`src/rtl/cpuif_pkg.sv`:
```
package cpuif_pkg;
    parameter int ID_W   = 10;
    parameter int PRIO_W = 8;

    typedef logic [ID_W-1:0]   id_t;
    typedef logic [PRIO_W-1:0] prio_t;

    localparam id_t SPURIOUS_ID = '1;

    typedef enum logic {HS_IDLE, HS_BUSY} hs_state_e;

    typedef struct packed {
        logic  vld;
        id_t   id;
        prio_t prio;
    } cand_t;

    typedef struct packed {
        logic vld;
        id_t  id;
    } note_t;

    function automatic logic prio_beats_thr(prio_t p, prio_t thr);
        return p < thr;
    endfunction
endpackage

```
`src/rtl/cpuif_cfg.sv`:
```
module cpuif_cfg
    import cpuif_pkg::*;
(
    input  logic  clk,
    input  logic  rst,
    input  logic  en_we,
    input  logic  en_wdata,
    input  logic  thr_we,
    input  prio_t thr_wdata,
    output logic  en_q,
    output prio_t thr_q
);
    always_ff @(posedge clk) begin
        if (rst) begin
            en_q  <= 1'b0;
            thr_q <= '0;
        end else begin
            if (en_we)  en_q  <= en_wdata;
            if (thr_we) thr_q <= thr_wdata;
        end
    end

    // the threshold changes only through its write strobe
    a_r3_thr_hold: assert property (@(posedge clk) disable iff (rst)
        !thr_we |=> $stable(thr_q));
endmodule

```
`src/rtl/cpuif_gate.sv`:
```
module cpuif_gate
    import cpuif_pkg::*;
(
    input  logic  clk,
    input  logic  rst,
    input  logic  en,
    input  prio_t thr,
    input  cand_t cand,
    input  logic  busy,
    input  logic  ack_rd,
    output logic  deliver,
    output logic  irq
);
    always_comb begin
        deliver = en && cand.vld && !busy && prio_beats_thr(cand.prio, thr);
    end

    always_ff @(posedge clk) begin
        if (rst)         irq <= 1'b0;
        else if (ack_rd) irq <= 1'b0;
        else             irq <= deliver;
    end

    a_r2_off_blocks: assert property (@(posedge clk) disable iff (rst)
        !en |=> !irq);
    a_r3_strict_thr: assert property (@(posedge clk) disable iff (rst)
        (cand.vld && cand.prio >= thr) |=> !irq);
    a_r5_drop_on_ack: assert property (@(posedge clk) disable iff (rst)
        ack_rd |=> !irq);
endmodule

```
`src/rtl/cpuif_hs.sv`:
```
module cpuif_hs
    import cpuif_pkg::*;
(
    input  logic  clk,
    input  logic  rst,
    input  logic  ack_rd,
    input  logic  deliver,
    input  id_t   cand_id,
    input  logic  eoi_we,
    input  id_t   eoi_id,
    output logic  busy,
    output id_t   rdata,
    output note_t ack_note,
    output note_t eoi_note
);
    hs_state_e st_q;
    id_t       active_q;
    logic      eoi_hit;

    assign busy    = (st_q == HS_BUSY);
    assign eoi_hit = busy && eoi_we && (eoi_id == active_q);

    always_ff @(posedge clk) begin
        if (rst) begin
            st_q     <= HS_IDLE;
            active_q <= SPURIOUS_ID;
            rdata    <= SPURIOUS_ID;
            ack_note <= '0;
            eoi_note <= '0;
        end else begin
            ack_note <= '0;
            eoi_note <= '0;
            if (ack_rd) begin
                if (deliver) begin
                    rdata    <= cand_id;
                    active_q <= cand_id;
                    st_q     <= HS_BUSY;
                    ack_note <= '{vld: 1'b1, id: cand_id};
                end else begin
                    rdata <= SPURIOUS_ID;
                end
            end else if (eoi_hit) begin
                st_q     <= HS_IDLE;
                eoi_note <= '{vld: 1'b1, id: active_q};
            end
        end
    end

    a_r5_ack_note_match: assert property (@(posedge clk) disable iff (rst)
        ack_note.vld |-> (rdata == ack_note.id));
    a_r6_spurious_no_note: assert property (@(posedge clk) disable iff (rst)
        (ack_rd && !deliver) |=> (!ack_note.vld && rdata == SPURIOUS_ID));
    a_r9_wrong_eoi_ignored: assert property (@(posedge clk) disable iff (rst)
        (busy && !ack_rd && eoi_we && eoi_id != active_q) |=> (busy && !eoi_note.vld));
    a_r8_eoi_releases: assert property (@(posedge clk) disable iff (rst)
        eoi_note.vld |-> !busy);
endmodule

```
`src/rtl/cpu_irq_iface.sv`:
```
module cpu_irq_iface
    import cpuif_pkg::*;
(
    input  logic              clk,
    input  logic              rst,
    input  logic              cand_vld,
    input  logic [ID_W-1:0]   cand_id,
    input  logic [PRIO_W-1:0] cand_prio,
    input  logic              en_we,
    input  logic              en_wdata,
    input  logic              thr_we,
    input  logic [PRIO_W-1:0] thr_wdata,
    input  logic              ack_rd,
    output logic [ID_W-1:0]   ack_rdata,
    input  logic              eoi_we,
    input  logic [ID_W-1:0]   eoi_wdata,
    output logic              irq,
    output logic              dist_ack_vld,
    output logic [ID_W-1:0]   dist_ack_id,
    output logic              dist_eoi_vld,
    output logic [ID_W-1:0]   dist_eoi_id
);
    cand_t cand;
    logic  en_q, busy, deliver;
    prio_t thr_q;
    note_t ack_note, eoi_note;

    assign cand = '{vld: cand_vld, id: cand_id, prio: cand_prio};

    cpuif_cfg u_cfg (
        .clk(clk), .rst(rst), .en_we(en_we), .en_wdata(en_wdata),
        .thr_we(thr_we), .thr_wdata(thr_wdata), .en_q(en_q), .thr_q(thr_q)
    );

    cpuif_gate u_gate (
        .clk(clk), .rst(rst), .en(en_q), .thr(thr_q), .cand(cand),
        .busy(busy), .ack_rd(ack_rd), .deliver(deliver), .irq(irq)
    );

    cpuif_hs u_hs (
        .clk(clk), .rst(rst), .ack_rd(ack_rd), .deliver(deliver),
        .cand_id(cand_id), .eoi_we(eoi_we), .eoi_id(eoi_wdata),
        .busy(busy), .rdata(ack_rdata), .ack_note(ack_note), .eoi_note(eoi_note)
    );

    assign dist_ack_vld = ack_note.vld;
    assign dist_ack_id  = ack_note.id;
    assign dist_eoi_vld = eoi_note.vld;
    assign dist_eoi_id  = eoi_note.id;

    // no request while an interrupt is in service
    a_r7_single_in_flight: assert property (@(posedge clk) disable iff (rst)
        busy |=> !irq);
    // acknowledge and completion notices never coincide
    a_r5_notes_exclusive: assert property (@(posedge clk) disable iff (rst)
        !(dist_ack_vld && dist_eoi_vld));
endmodule

```
`config.mk`:
```
export PLATFORM = sky130hd
export DESIGN_NAME = cpu_irq_iface
export DESIGN_NICKNAME = d
export VERILOG_FILES = /design/src/rtl/cpuif_pkg.sv /design/src/rtl/cpuif_cfg.sv /design/src/rtl/cpuif_gate.sv /design/src/rtl/cpuif_hs.sv /design/src/rtl/cpu_irq_iface.sv
export SDC_FILE = /design/constraint.sdc
export NUM_CORES = 1
export LEC_CHECK = 0
export BUFFER_PORTS_ARGS = -buffer_cell sky130_fd_sc_hd__buf_4
export CAP_MARGIN = 20
export CORE_MARGIN = 1.5
export CORE_UTILIZATION = 28
export DETAILED_ROUTE_END_ITERATION = 10
export PLACE_DENSITY = 0.57
export SETUP_SLACK_MARGIN = 0.05
export SLEW_MARGIN = 20
export SYNTH_ARGS = -nofsm -noshare
export SYNTH_HDL_FRONTEND = slang
export SYNTH_HIERARCHICAL = 1
export SYNTH_SLANG_ARGS = --single-unit
export TNS_END_PERCENT = 10
```
`constraint.sdc`:
```
create_clock -name clk -period 2.3 [get_ports clk]
set_input_delay 0.46 -clock clk [delete_from_list [all_inputs] [get_ports clk]]
set_output_delay 0.46 -clock clk [all_outputs]
set_load 0.1 [all_outputs]
```
==> run metrics <==
Skew-Pair Late Insertion Delay=approximately 0.31 ns; Port Buf Inserts=between 70 and 80; grt ovf=0; status=completed; chip height=between 90 and 100 um; Yosys cell types=29; Hold WC Path Type=in -> reg; Synthesis Warnings=6; met3 wire len=between 300 and 400 um; Setup crit start kind=register; Synth-to-Final Area Change=37.7%; Num CTS Buffers=5; Worst Setup End Kind=register; WL per Instance=~13 um; hold slack=approximately 0.36 ns; crit-path max FO=11; Max VDD drop=roughly 300 uV; Post-CTS Setup Repair Bufs=0; Syn Inst Count=between 200 and 250; commonest non-fill, non-tap cells in the layout=buf_4 (82), dfxtp_1 (53), nand2b_1 (20); cts repair resizes=0; Top FF cell, synth=dfxtp_1; sequential area share after synthesis=0.497; final wirelength=5120 um; CTS Hold Buffers Added=0; layout cells sized above 1=0.361; # IOs=77; final cell count without fillers=about 380; Peak Freq=around 0.51 GHz; Root Driver=clkbuf_8; largest net degree at the start of global routing=44; DRT iter0 DRCs=90; asr flop ratio synth=0; Top Metal Used=met4; TritonCTS clock tree=done; Critical Path AT=2.18 ns; Tot GR Track Use=0.126; worst clock skew=roughly 0.010 ns; M1 WL=about 2400 um; Die X=90.3 um; Die Area=roughly 8000 sq um; #FFs+latches synth=53; leakage=around 1.3 nW; htree depth=2; first-pass GRT wire length=around 8000 um; relative slew slack=0.690; Max Slew Vio Count=0; num rows=31; via count=between 1.5k and 2k; unrepaired setup endpoints after global routing=no; Fin. Hold Viols=0; core area=7330 sq um; Tmin final=a little under 2 ns; most common cell after layout, fill and taps aside=buf_4; Post-Syn Area=between 2000 and 2500 sq um; Worst-Margin Slew=around 0.46 ns; starting density of the core=0.291; nets@finish=330; Mapped Nets=between 200 and 300; maxcap violations=0; Fin Setup TNS=0 ns; # setup viols final=0; Required @ worst endpoint=2.51 ns; antenna-violating nets left=0; GPL Wtd Cong=slightly above 0.7; clock sinks=53; Final Power=roughly 1.9 mW; CP Class=reg -> reg; Post-route DRC=0; Pwr Density=around 640 nW/um^2; clock buffer depth=2; Clock Pin Slew Worst Setup and Hold Paths=about 0.11 ns; WL met2=around 2300 um; vias in the first global route=around 1.6k; initial antenna violation count=0; # placed instances=roughly 370; EDFF count, synth=0; diode count=0; Final period util=0.857; Syn Area/Cell=~10 sq um; post-DP HPWL=around 3700 um; drt pass-1 iters=4; routed vias/inst=4.47
[per-layer routing]
layer	up-vias	GRT usage
li1	860	-
met1	777	0.170
met2	53	0.193
met3	6	0.0370
met4	0	0.0437
met5	-	0
[power by group]
part	switching, mW	internal [mW]
Combinational	0.0965	0.0965
Sequential	0.00881	0.932
Clock	0.321	0.438
[state kept, by name, summed over array words and instances (netlist names)]
register,flops
u_cfg/en_q,1
u_cfg/thr_q,8
u_gate/irq,1
u_hs/ack_note,11
u_hs/active_q,10
u_hs/busy,1
u_hs/eoi_note,11
u_hs/rdata,10
[synthesized netlist by cell type, types with 2 or more instances]
cell type,number,area share
clkbuf_1,9,0.016
a211o_1,10,0.041
inv_1,7,0.012
ha_1,7,0.041
nor2_1,13,0.023
and2_1,10,0.029
nand2b_1,20,0.059
o211ai_1,2,0.0070
o22ai_1,10,0.029
dfxtp_1,53,0.50
nand2_1,4,0.0070
xnor2_1,10,0.041
and3_1,10,0.029
buf_2,3,0.0070
a21oi_1,4,0.0094
nor4_2,10,0.059
mux2i_1,9,0.042
buf_6,2,0.011
[path summary, 6_finish.rpt]
| check | start | end | slack [ns] | depth (start not counted) |
|---|---|---|---|---|
| worst max-delay path | u_cfg/thr_q[2] | u_hs/active_q[4] | 0.33 | 8 |
| worst min-delay path | cand_id[0] | u_hs/ack_note[0] | 0.36 | 2 |
| worst max register to register | u_cfg/thr_q[2] | u_hs/active_q[4] | 0.33 | 8 |
| worst min register to register | u_hs/rdata[9] | u_hs/rdata[9] | 0.50 | 2 |
[final cells by class]
class                           count  area [sq um]
Fill cell                         732          4390
Sequential cell                    53          1060
Multi-Input combinational cell    130           977
Timing Repair Buffer               82           616
Tap cell                           99           124
Clock buffer                        5          68.8
Clock inverter                      3          68.8
Inverter                            7          26.3
[critical path: stages, from the launching register on]
cell      delay [ns]
dfxtp_1         0.34
inv_1           0.04
ha_1            0.29
a211oi_1        0.24
o21ai_1         0.12
a21oi_1         0.23
nand2_1         0.12
buf_4           0.19
a211o_1         0.30
[cells by family after synthesis]
group           synth area share
compound gates             0.101
xor+xnor                  0.0410
fa+ha+maj                 0.0410
buf+inv                   0.0457
flops                      0.497
mux                       0.0422
simple gates               0.233
[per-stage QoR]
| stage | util | setup WS, ns | instance area (sq um) |
|---|---|---|---|
| 2_1_floorplan | - | 0.357 | 2140 |
| 3_3_place_gp | 0.382 | 0.158 | 2800 |
| 3_5_place_dp | 0.382 | 0.119 | 2800 |
| 4_1_cts | 0.401 | 0.315 | 2940 |
| 5_1_grt | 0.401 | 0.100 | 2940 |
| 6_report | 0.401 | 0.330 | 2940 |
Note: power is estimated with default switching activity, not from simulation.
